==> config.mk <==
export PLATFORM = sky130hd
export DESIGN_NAME = usb_in_nak_ctrl
export DESIGN_NICKNAME = d
export VERILOG_FILES = /design/src/rtl/usb_in_pkg.sv /design/src/rtl/usb_in_txn_seq.sv /design/src/rtl/usb_in_ep_state.sv /design/src/rtl/usb_out_clr_guard.sv /design/src/rtl/usb_in_nak_ctrl.sv
export SDC_FILE = /design/constraint.sdc
export NUM_CORES = 1
export LEC_CHECK = 0
export BUFFER_PORTS_ARGS = -buffer_cell sky130_fd_sc_hd__buf_2
export CORE_UTILIZATION = 38
export DETAILED_ROUTE_END_ITERATION = 16
export GPL_TIMING_DRIVEN = 1
export PLACE_DENSITY = 0.71
export SKIP_CTS_REPAIR_TIMING = 1
export SLEW_MARGIN = 30
export SYNTH_ARGS = -nofsm -noshare
export SYNTH_HDL_FRONTEND = slang
export SYNTH_SLANG_ARGS = --single-unit
==> constraint.sdc <==
create_clock -name clk -period 1 [get_ports clk]
set_input_delay 0 -clock clk [delete_from_list [all_inputs] [get_ports clk]]
set_output_delay 0 -clock clk [all_outputs]
set_load 0.02 [all_outputs]
==> src/rtl/usb_in_pkg.sv <==
package usb_in_pkg;
  typedef enum logic [1:0] {
    TXN_IDLE = 2'd0,
    TXN_NAK  = 2'd1,
    TXN_DATA = 2'd2
  } txn_state_e;
endpackage

==> src/rtl/usb_in_txn_seq.sv <==
module usb_in_txn_seq
  import usb_in_pkg::*;
#(
  parameter int NUM_EP = 3,
  parameter int EPW    = 2
) (
  input  logic              clk,
  input  logic              rst_n,
  input  logic              tok_valid,
  input  logic [EPW-1:0]    tok_ep,
  output logic              tok_ready,
  input  logic [NUM_EP-1:0] rdy_vec,
  input  logic              nak_sent,
  input  logic              host_ack,
  input  logic              ack_timeout,
  output logic              resp_nak,
  output logic              resp_data,
  output logic [EPW-1:0]    resp_ep,
  output logic [NUM_EP-1:0] nak_set,
  output logic [NUM_EP-1:0] ack_clr
);
  localparam int SLOTS = 1 << EPW;

  txn_state_e     state_q;
  logic [EPW-1:0] cur_ep_q;
  logic [SLOTS-1:0] rdy_pad;
  logic           accept;
  logic           in_range;

  assign rdy_pad   = SLOTS'(rdy_vec);
  assign tok_ready = (state_q == TXN_IDLE);
  assign accept    = tok_valid && tok_ready;
  assign in_range  = (32'(tok_ep) < NUM_EP);
  assign resp_ep   = cur_ep_q;

  always_ff @(posedge clk) begin
    if (!rst_n) begin
      state_q   <= TXN_IDLE;
      cur_ep_q  <= '0;
      resp_nak  <= 1'b0;
      resp_data <= 1'b0;
    end else begin
      resp_nak  <= 1'b0;
      resp_data <= 1'b0;
      unique case (state_q)
        TXN_IDLE: begin
          if (accept && in_range) begin
            cur_ep_q <= tok_ep;
            if (rdy_pad[tok_ep]) begin
              resp_data <= 1'b1;
              state_q   <= TXN_DATA;
            end else begin
              resp_nak  <= 1'b1;
              state_q   <= TXN_NAK;
            end
          end
        end
        TXN_NAK: begin
          if (nak_sent) state_q <= TXN_IDLE;
        end
        TXN_DATA: begin
          if (host_ack || ack_timeout) state_q <= TXN_IDLE;
        end
        default: state_q <= TXN_IDLE;
      endcase
    end
  end

  for (genvar g = 0; g < NUM_EP; g++) begin : g_sel
    assign nak_set[g] = (state_q == TXN_NAK)  && nak_sent && (32'(cur_ep_q) == g);
    assign ack_clr[g] = (state_q == TXN_DATA) && host_ack && (32'(cur_ep_q) == g);
  end
endmodule

==> src/rtl/usb_in_ep_state.sv <==
module usb_in_ep_state (
  input  logic clk,
  input  logic rst_n,
  input  logic pkt_arm,
  input  logic ack_clr,
  input  logic nak_set,
  input  logic flag_clr,
  output logic data_rdy,
  output logic tr_flag
);
  always_ff @(posedge clk) begin
    if (!rst_n) begin
      data_rdy <= 1'b0;
      tr_flag  <= 1'b0;
    end else begin
      if (pkt_arm)      data_rdy <= 1'b1;
      else if (ack_clr) data_rdy <= 1'b0;
      if (nak_set)       tr_flag <= 1'b1;
      else if (flag_clr) tr_flag <= 1'b0;
    end
  end
endmodule

==> src/rtl/usb_out_clr_guard.sv <==
module usb_out_clr_guard (
  input  logic clk,
  input  logic rst_n,
  input  logic dma_wr,
  input  logic dma_wdata,
  input  logic fifo_clr_req,
  output logic dma_on,
  output logic out_fifo_clr
);
  always_ff @(posedge clk) begin
    if (!rst_n) begin
      dma_on       <= 1'b0;
      out_fifo_clr <= 1'b0;
    end else begin
      if (dma_wr) dma_on <= dma_wdata;
      out_fifo_clr <= fifo_clr_req && !dma_on;
    end
  end
endmodule

==> src/rtl/usb_in_nak_ctrl.sv <==
module usb_in_nak_ctrl #(
  parameter  int NUM_EP = 3,
  localparam int EPW    = (NUM_EP > 1) ? $clog2(NUM_EP) : 1
) (
  input  logic              clk,
  input  logic              rst_n,
  input  logic              tok_valid,
  input  logic [EPW-1:0]    tok_ep,
  output logic              tok_ready,
  input  logic              nak_sent,
  input  logic              host_ack,
  input  logic              ack_timeout,
  input  logic [NUM_EP-1:0] pkt_arm,
  input  logic [NUM_EP-1:0] flag_clr,
  input  logic [NUM_EP-1:0] irq_en,
  input  logic              dma_wr,
  input  logic              dma_wdata,
  input  logic              fifo_clr_req,
  output logic              resp_nak,
  output logic              resp_data,
  output logic [EPW-1:0]    resp_ep,
  output logic [NUM_EP-1:0] tr_flag,
  output logic              irq,
  output logic              dma_on,
  output logic              out_fifo_clr
);
  logic [NUM_EP-1:0] data_rdy;
  logic [NUM_EP-1:0] nak_set;
  logic [NUM_EP-1:0] ack_clr;

  usb_in_txn_seq #(.NUM_EP(NUM_EP), .EPW(EPW)) u_seq (
    .clk, .rst_n, .tok_valid, .tok_ep, .tok_ready,
    .rdy_vec(data_rdy), .nak_sent, .host_ack, .ack_timeout,
    .resp_nak, .resp_data, .resp_ep, .nak_set, .ack_clr
  );

  for (genvar e = 0; e < NUM_EP; e++) begin : g_ep
    usb_in_ep_state u_ep (
      .clk, .rst_n,
      .pkt_arm (pkt_arm[e]),
      .ack_clr (ack_clr[e]),
      .nak_set (nak_set[e]),
      .flag_clr(flag_clr[e]),
      .data_rdy(data_rdy[e]),
      .tr_flag (tr_flag[e])
    );
  end

  assign irq = |(tr_flag & irq_en);

  usb_out_clr_guard u_guard (
    .clk, .rst_n, .dma_wr, .dma_wdata, .fifo_clr_req, .dma_on, .out_fifo_clr
  );
endmodule

Yosys cells after proc, flatten, opt, wreduce, memory -nomap -nowiden

Index checks and enable logic that the tools add are counted.

Bits in registers: 14
Output and inout bits: 11
Input port bits: 20
Word-level logic and storage cells: 68

Reductions and logical operators: 25
Bitwise gates (word level): 1
Mux-type cells: 21
Order comparisons: 2
Equality and inequality tests: 7

Operator list:

| cell                                                 | number |
|---|---|
| 2-to-1 mux 1 bit                                     | 15 |
| nonzero test 2 bit                                   | 6 |
| logical AND 1 bit                                    | 11 |
| 2-to-1 mux 2 bit                                     | 4 |
| one-hot mux 2 bit (3 select lines)                   | 1 |
| AND reduction 3 bit                                  | 2 |
| equality test 2 x 1 -> 1 bit (second input constant) | 2 |
| equality test 2 bit (second input constant)          | 2 |
| zero test 2 bit                                      | 2 |
| != test 2 bit (second input constant)                | 2 |
| bitwise AND 3 bit                                    | 1 |
| < comparator 2 x 3 -> 1 bit (second input constant)  | 1 |
| OR reduction 3 bit                                   | 1 |
| binary-select mux 1 bit (select 2 bit)               | 1 |
| < comparator 2 bit (second input constant)           | 1 |
| != test 2 x 1 -> 1 bit (second input constant)       | 1 |
| AND reduction 2 bit                                  | 1 |
| zero test 1 bit                                      | 1 |
| logical OR 1 bit                                     | 1 |

Logic depth before layout (Yosys ltp)

Gate-level depths: netlist of run 1.

Depth in word-level cells: 5
Mapped depth: 3
Gate-level depth less buffers: 3

Cells and area by module

A second synthesis of run 1 with hierarchy kept.

Cells, all modules: 66
Area total of the unflattened synthesis: 641.9 µm²

Modules (own cells, without submodules):

| module            | instances | area an instance (µm²) | cells an instance | seq. area each (µm²) |
|---|---|---|---|---|
| usb_in_txn_seq    | 1         | 316.6                  | 40                | 120.1 |
| usb_in_ep_state   | 3         | 82.6                   | 6                 | 40.0 |
| usb_out_clr_guard | 1         | 63.8                   | 6                 | 40.0 |
| usb_in_nak_ctrl   | 1         | 13.8                   | 2                 | 0.0 |

Worst setup path before layout of run 1

No wires, ideal clock.

Kind: register to register
Start point: register u_seq.state_q[1]
End point: register g_ep[0].u_ep.tr_flag
Slack: 11 ps
Library setup time: 70 ps
Required time: 930 ps
Cell stages (with the launch flop): 4
Clock period less this slack: 989 ps
Path buffers: 0
Arrival time: 919 ps
Path through: dfxtp_1 > nand3b_1 > or3_1 > a21oi_1

Cells in the longest elaborated chain, start to end: 4
Elaborated cells between the ends (all ways): 5
Those cells by class: 1 x eq/ne; 1 x mux; 3 x reduce/logical

Ends and longest elaborated chain:

| element                                                | RTL line              | source |
|---|---|---|
| start, declared                                        | usb_in_txn_seq.sv:24  | `txn_state_e state_q;` |
| start signal, assigned                                 | usb_in_txn_seq.sv:38  | `state_q <= TXN_IDLE;` |
| start signal, assigned                                 | usb_in_txn_seq.sv:51  | `state_q <= TXN_DATA;` |
| start signal, assigned                                 | usb_in_txn_seq.sv:54  | `state_q <= TXN_NAK;` |
| equality test 2 x 1 -> 1 bit (*)                       | usb_in_txn_seq.sv:70  | `assign nak_set[g] = (state_q == TXN_NAK) && nak_sent && (32'(cur_ep_q) == g);` |
| logical AND 1 bit (*) (2 in series)                    | usb_in_txn_seq.sv:70  |  |
| 2-to-1 mux 1 bit or nonzero test 2 bit (tied branches) | --                    |  |
| end signal, assigned                                   | usb_in_ep_state.sv:14 | `tr_flag <= 1'b0;` |
| end signal, assigned                                   | usb_in_ep_state.sv:18 | `if (nak_set) tr_flag <= 1'b1;` |
| end signal, assigned                                   | usb_in_ep_state.sv:19 | `else if (flag_clr) tr_flag <= 1'b0;` |
| end, declared                                          | usb_in_ep_state.sv:9  | `output logic tr_flag` |

Every way passes the cells marked *; elsewhere a longest branch is shown, timed or not.
A chain may end at the register's enable or synchronous reset.

Final worst setup path of run 1

Start point: register g_ep[1].u_ep.tr_flag
End point: output port irq

Cells in the longest elaborated chain, start to end: 2

Ends and longest elaborated chain:

| element                | RTL line              | source |
|---|---|---|
| start, declared        | usb_in_ep_state.sv:9  |  |
| start signal, assigned | usb_in_ep_state.sv:14 |  |
| start signal, assigned | usb_in_ep_state.sv:18 |  |
| start signal, assigned | usb_in_ep_state.sv:19 |  |
| bitwise AND 3 bit      | usb_in_nak_ctrl.sv:49 | `assign irq = \|(tr_flag & irq_en);` |
| OR reduction 3 bit     | usb_in_nak_ctrl.sv:49 |  |
| end, declared          | usb_in_nak_ctrl.sv:23 | `output logic irq,` |

Every way passes these cells.

==> reports/results.txt, run 1 <==
Post-DRT Antenna Nets -> 0
Synth top area cells -> dfxtp_1 (46%), a21oi_1 (4.9%), inv_1 (4.3%)
Row cnt -> 14
DPL Wire Length -> 1060 um
Final instance area -> 955 um^2
Detailed Route WL -> 1510 um
Finished Core Util -> 0.634
Layout net count -> 131
Max-cap violations -> 0
Port bufs -> 30
Max H-tree Level -> 1
Seq/Total Area, Yosys -> 0.462
Mean Syn Cell Area -> 8.92 um^2
Mapped Cells -> 68
Max transition margin -> 0.831
Layout cells sized above 1 -> 0.523
Number of synthesized register bits -> 14
Post-Syn Nets -> 88
GRT Util Overall -> 0.169
Crit Path Class -> reg2out
Violated checks -> negative hold slack, negative setup slack
FF/Latch Area -> 288 um^2
Most frequent cells in the layout -> buf_2 (29), dfxtp_1 (12), inv_1 (7)
First-pass GRT wire length -> 2210 um
Synth area leader -> dfxtp_1
Peak VDD IR -> 0.923 mV
WL per Instance -> 12.1 um
Placer Congestion -> 0.750
TritonCTS clock tree -> yes
Number of global-route vias before repair -> 550
Outcome -> finished with violations
Clock net sink count -> 14
Data required, critical path -> 1.00 ns
Die Y -> 42.0 um
Worst-path maximum fanout -> 3
Final min period -> 1.10 ns
Die ar. -> 1760 um^2
Final hold violation count -> 1
DR iter-0 viols -> 8
FILL cells -> 144
Clock tree root buffer cell -> clkbuf_4
Clk_lat worst skew -> 0.26 ns
Vias/cell -> 5.11
Pwr Total -> 1160 uW
Max Root-Sink Buffers -> 2
Largest net degree at the start of global routing -> 9
RSZ-0062 raised after global routing -> true
Initial antenna violation count -> 0
TritonCTS Buffers -> 3
F_max -> 908 MHz
Hold Crit Class -> in2reg
DR pass1 iterations -> 4
Worst hold slack -> -0.0128 ns
CP arrival -> 1.10 ns
Leakage -> 0.000454 uW
Synth top area share -> 0.462
Routed via count -> 639
Post-route insts no fill -> 125
I/O pins -> 31
Crit start category -> register
Inserted Diodes -> 0
Setup crit end kind -> primary output
Clk_skew -> 0.00177 ns
Die Span X -> 42.0 um
Period utilisation layout -> 1.10
Power per Cell Area -> 1220 nW/um^2
Area delta synth->final -> 57.3%
Initial Utilization -> 0.403
Clock Pin Slew Worst Setup and Hold Paths -> 0.07 ns
Slew @ Worst Pin -> 0.250 ns
PnR worst setup slack -> -0.101 ns
Placed cell area -> 792 um^2
Synthesized area -> 607 um^2
Final setup fails -> 8
CORE AREA -> 1510 um^2
Congestion Overflow GR -> 0
Post-synth cell types -> 26
Placed cells -> 116
Commonest non-fill, non-tap cell in the layout -> buf_2
Multi-input gate area -> 332 um^2
Post-route DRC -> 0
Synth warn -> 0
Final Max Tran Viols -> 0
final timing paths:
check,endpoint,depth (start not counted),slack [ns],start
hold reg to reg,u_guard.out_fifo_clr$_SDFF_PN0_,1,0.44,u_guard.dma_on$_SDFFE_PN0P_
setup / recovery,irq,3,-0.10,g_ep[1].u_ep.tr_flag$_SDFFE_PN0P_
setup reg to reg,u_seq.state_q[1]$_SDFFE_PN0P_,3,-0.09,u_seq.state_q[0]$_SDFFE_PN0P_
hold / removal,u_guard.dma_on$_SDFFE_PN0P_,3,-0.01,dma_wr
power by group:
group | internal, uW | total, uW | switching, uW
Sequential | 585 | 614 | 28.8
Clock | 139 | 293 | 154
Combinational | 130 | 253 | 124
critical path: stages, from the launching register on:
cell and delay [ns]:
dfxtp_1 0.33, a222oi_1 0.29, inv_1 0.06, buf_2 0.16
metal layers:
metal | wire length, um | global-route usage | part of all wire
met1 | 638 | 0.204 | 0.42
met2 | 790 | 0.272 | 0.52
met3 | 63 | 0.0261 | 0.042
met4 | 19 | 0.116 | 0.013
met5 | 0 | 0 | 0
area by class of cell:
cell class,count,area share
Multi-Input combinational cell,43,0.347
Inverter,8,0.0315
Timing Repair Buffer,41,0.275
Tap cell,16,0.0210
Sequential cell,14,0.301
Clock buffer,3,0.0236
cell usage after synthesis (all sizes together):
cell,instances
a211o,1
a21oi,6
a222oi,1
a22o,1
and2,3
buf,3
dfxtp,14
inv,8
mux2i,2
nand2,3
nand2b,3
nand3,3
nand3b,2
nor2,4
nor3,1
nor3b,1
nor4b,1
o21ai,5
o22ai,3
o31ai,1
or3,1
or4b,1
metrics by stage:
stage,setup slack [ns],setup TNS [ns]
floorplan,0.0115,0
global placement,-0.00883,-0.0117
detailed placement,-0.0411,-0.179
CTS,-0.121,-0.443
global route,-0.179,-0.885
finish,-0.101,-0.366
logic make-up (layout without fill, tap and decap cells):
logic type,Yosys count,after routing,synth area share
AO/OA/AOI/OAI,18,18,0.196
buffers and inverters,11,52,0.0866
flip-flops,14,14,0.462
multiplexers,2,2,0.0330
AND/OR/NAND/NOR,23,23,0.223
state kept, by name, indices dropped and copies added (netlist names):
name,cells
g_ep.u_ep.data_rdy,3
g_ep.u_ep.tr_flag,3
u_guard.dma_on,1
u_guard.out_fifo_clr,1
u_seq.resp_data,1
u_seq.resp_ep,2
u_seq.resp_nak,1
u_seq.state_q,2
Note: power is estimated with default switching activity, not from simulation.
==> run 2, diff against run 1 <==
--- a/config.mk
+++ b/config.mk
@@ -6,10 +6,13 @@
 export NUM_CORES = 1
 export LEC_CHECK = 0
 export BUFFER_PORTS_ARGS = -buffer_cell sky130_fd_sc_hd__buf_2
-export CORE_UTILIZATION = 38
+export CELL_PAD_IN_SITES_DETAIL_PLACEMENT = 1
+export CELL_PAD_IN_SITES_GLOBAL_PLACEMENT = 2
+export CORE_ASPECT_RATIO = 0.7
+export CORE_UTILIZATION = 21
 export DETAILED_ROUTE_END_ITERATION = 16
 export GPL_TIMING_DRIVEN = 1
-export PLACE_DENSITY = 0.71
+export PLACE_DENSITY_LB_ADDON = 0.1
 export SKIP_CTS_REPAIR_TIMING = 1
 export SLEW_MARGIN = 30
 export SYNTH_ARGS = -nofsm -noshare
==> reports/results.txt, run 2 (synthesis results as in run 1) <==
Outcome -> finished with violations
Violated checks -> negative hold slack, negative setup slack
Multi-input gate area -> 322 um^2 (-3.0%)
Crit Path Class -> reg2reg
Buf/Inv on CP -> 0 (-2)
Critical R2R Capture -> u_seq.state_q[1]$_SDFFE_PN0P_
Most frequent cells in the layout -> buf_2 (29), dfxtp_1 (11), inv_1 (7)
CP Cell Sequence -> a211o_1 -> nor3_2 -> a22o_1
Setup crit end kind -> register
Placer Congestion -> 0.651 (-13%)
F_max -> 899 MHz (-0.98%)
Clk_skew -> 0.00142 ns (-0.000351 ns)
Initial Utilization -> 0.234 (-0.169)
Initial antenna violation count -> 0 (unchanged)
Period utilisation layout -> 1.11 (+0.0109)
Crit path max-delay family -> compound AO/OA/AOI/OAI gates
DPL Wire Length -> 1350 um (+27%)
Clk_lat worst skew -> 0.25 ns (about the same)
Crit. path cell count -> 3 (unchanged)
Final hold violation count -> 1 (unchanged)
Layout cells sized above 1 -> 0.509 (-0.0138)
Worst-path maximum fanout -> 6 (+3)
PnR worst setup slack -> -0.112 ns (-0.0109 ns)
Max-cap violations -> 0 (unchanged)
I/O pins -> 31 (unchanged)
FILL cells -> 322 (+120%)
Die ar. -> 3110 um^2 (+77%)
Die Y -> 47.0 um (+12%)
Worst hold slack -> -0.000688 ns (+0.0121 ns)
Clock tree root buffer cell -> clkbuf_8
Largest net degree at the start of global routing -> 9 (unchanged)
Number of global-route vias before repair -> 560 (+1.8%)
Finished Core Util -> 0.384 (-0.250)
Crit-path slowest cell -> dfxtp_4
First-pass GRT wire length -> 2590 um (+17%)
CORE AREA -> 2590 um^2 (+72%)
Power per Cell Area -> 1430 nW/um^2 (+18%)
Routed via count -> 631 (-1.3%)
R2r startpoint -> u_seq.state_q[0]$_SDFFE_PN0P_
Worst setup endpoint -> u_seq.state_q[1]$_SDFFE_PN0P_
Peak VDD IR -> 0.697 mV (-24%)
Post-route insts no fill -> 144 (+15%)
Crit path launch -> u_seq.state_q[0]$_SDFFE_PN0P_
Congestion Overflow GR -> 0 (unchanged)
Hold Crit Class -> in2reg
CP peak stage delay -> 0.36 ns (+0.03 ns)
Max Root-Sink Buffers -> 2 (unchanged)
Leakage -> 0.000464 uW (+2.4%)
Post-route DRC -> 0 (unchanged)
Layout net count -> 131 (unchanged)
TritonCTS clock tree -> yes
Internal reg-to-reg setup slack -> -0.11 ns (-0.02 ns)
Port bufs -> 30 (unchanged)
TritonCTS Buffers -> 3 (unchanged)
Clock Pin Slew Worst Setup and Hold Paths -> 0.06 ns (about the same)
Max H-tree Level -> 1 (unchanged)
Die Span X -> 66.3 um (+58%)
RSZ-0062 raised after global routing -> true
Final Max Tran Viols -> 0 (unchanged)
Detailed Route WL -> 1750 um (+15%)
Clock net sink count -> 14 (unchanged)
DR iter-0 viols -> 12 (+4)
Final min period -> 1.11 ns (+0.0109 ns)
Slew @ Worst Pin -> 0.280 ns (+0.0301 ns)
FF/Latch Area -> 289 um^2 (+0.43%)
Area delta synth->final -> 63.7%
WL per Instance -> 12.1 um (+0.24%)
Top flop regs -> g_ep.u_ep.data_rdy: 3 flops, g_ep.u_ep.tr_flag: 3 flops
Crit start category -> register
Inserted Diodes -> 0 (unchanged)
Placed cells -> 135 (+16%)
CP arrival -> 1.30 ns (+0.20 ns)
Post-DRT Antenna Nets -> 0 (unchanged)
Final setup fails -> 5 (-3)
Max transition margin -> 0.811 (-0.0204)
Row cnt -> 15 (+1)
DR pass1 iterations -> 4 (unchanged)
Vias/cell -> 4.38 (-14%)
Pre-CTS setup slack -> -0.0844 ns (-0.0433 ns)
GRT Util Overall -> 0.124 (-0.0444)
Data required, critical path -> 1.19 ns (+0.19 ns)
Final TNS setup -> -0.394 ns (-0.0279 ns)
R2R cell count -> 3 (unchanged)
Commonest non-fill, non-tap cell in the layout -> buf_2
## run 2: cell types whose count changed in the layout (fill, tap and decap cells not counted)
cell	before	now
a21oi_1	4	5
dfxtp_2	0	1
o21ai_1	1	3
buf_6	4	2
clkbuf_4	3	0
buf_4	3	5
nand3_1	1	2
o22ai_2	2	3
o22ai_1	1	0
clkbuf_8	0	4
a21oi_2	2	1
dfxtp_1	12	11
o21ai_2	4	2
nand3_2	2	1
## run 2: power breakdown
| part | internal [uW] | leakage, uW | switching [uW] | total [uW] |
|---|---|---|---|---|
| Clock | 349 | 0.0000288 | 210 | 559 |
| Sequential | 586 | 0.000117 | 26.5 | 613 |
| Combinational | 129 | 0.000319 | 122 | 251 |
| Total | 1070 | 0.000464 | 358 | 1420 |
## run 2: cell type report
type / count / area share
timing repair buffer: 41 / 0.257
sequential: 14 / 0.291
multi-input combinational: 43 / 0.324
inverter: 8 / 0.0302
tap: 34 / 0.0428
clock buffer: 4 / 0.0554
## run 2: how the worst min path moves through the flow
stage | cells past startpoint | endpoint | startpoint | slack, ns
after floorplan | 2 | u_guard.out_fifo_clr$_SDFF_PN0_ | rst_n | 0.11
after global placement | 3 | u_guard.out_fifo_clr$_SDFF_PN0_ | fifo_clr_req | 0.22
after detailed placement | 3 | u_guard.out_fifo_clr$_SDFF_PN0_ | fifo_clr_req | 0.23
after CTS | 3 | u_guard.out_fifo_clr$_SDFF_PN0_ | fifo_clr_req | -0.03
after global routing | 3 | u_guard.dma_on$_SDFFE_PN0P_ | dma_wr | 0.004
final | 3 | u_guard.dma_on$_SDFFE_PN0P_ | dma_wr | -0.0007
## run 2: per-stage QoR
stage,power (uW),area [um^2]
after floorplan,725,607
after global placement,832,822
after detailed placement,834,822
after CTS,1390,877
after global routing,1510,993
final,1420,993
## run 2: routing by layer
| metal | global-route usage | share of wire |
|---|---|---|
| met1 | 0.152 | 0.48 |
| met2 | 0.186 | 0.43 |
| met3 | 0.0510 | 0.064 |
| met4 | 0.0766 | 0.023 |
| met5 | 0 | 0 |
## run 2: worst register-to-register path: stages (launching register included)
cell     delay (ns)
dfxtp_4        0.36
a211o_1        0.32
nor3_2         0.22
a22o_1         0.15
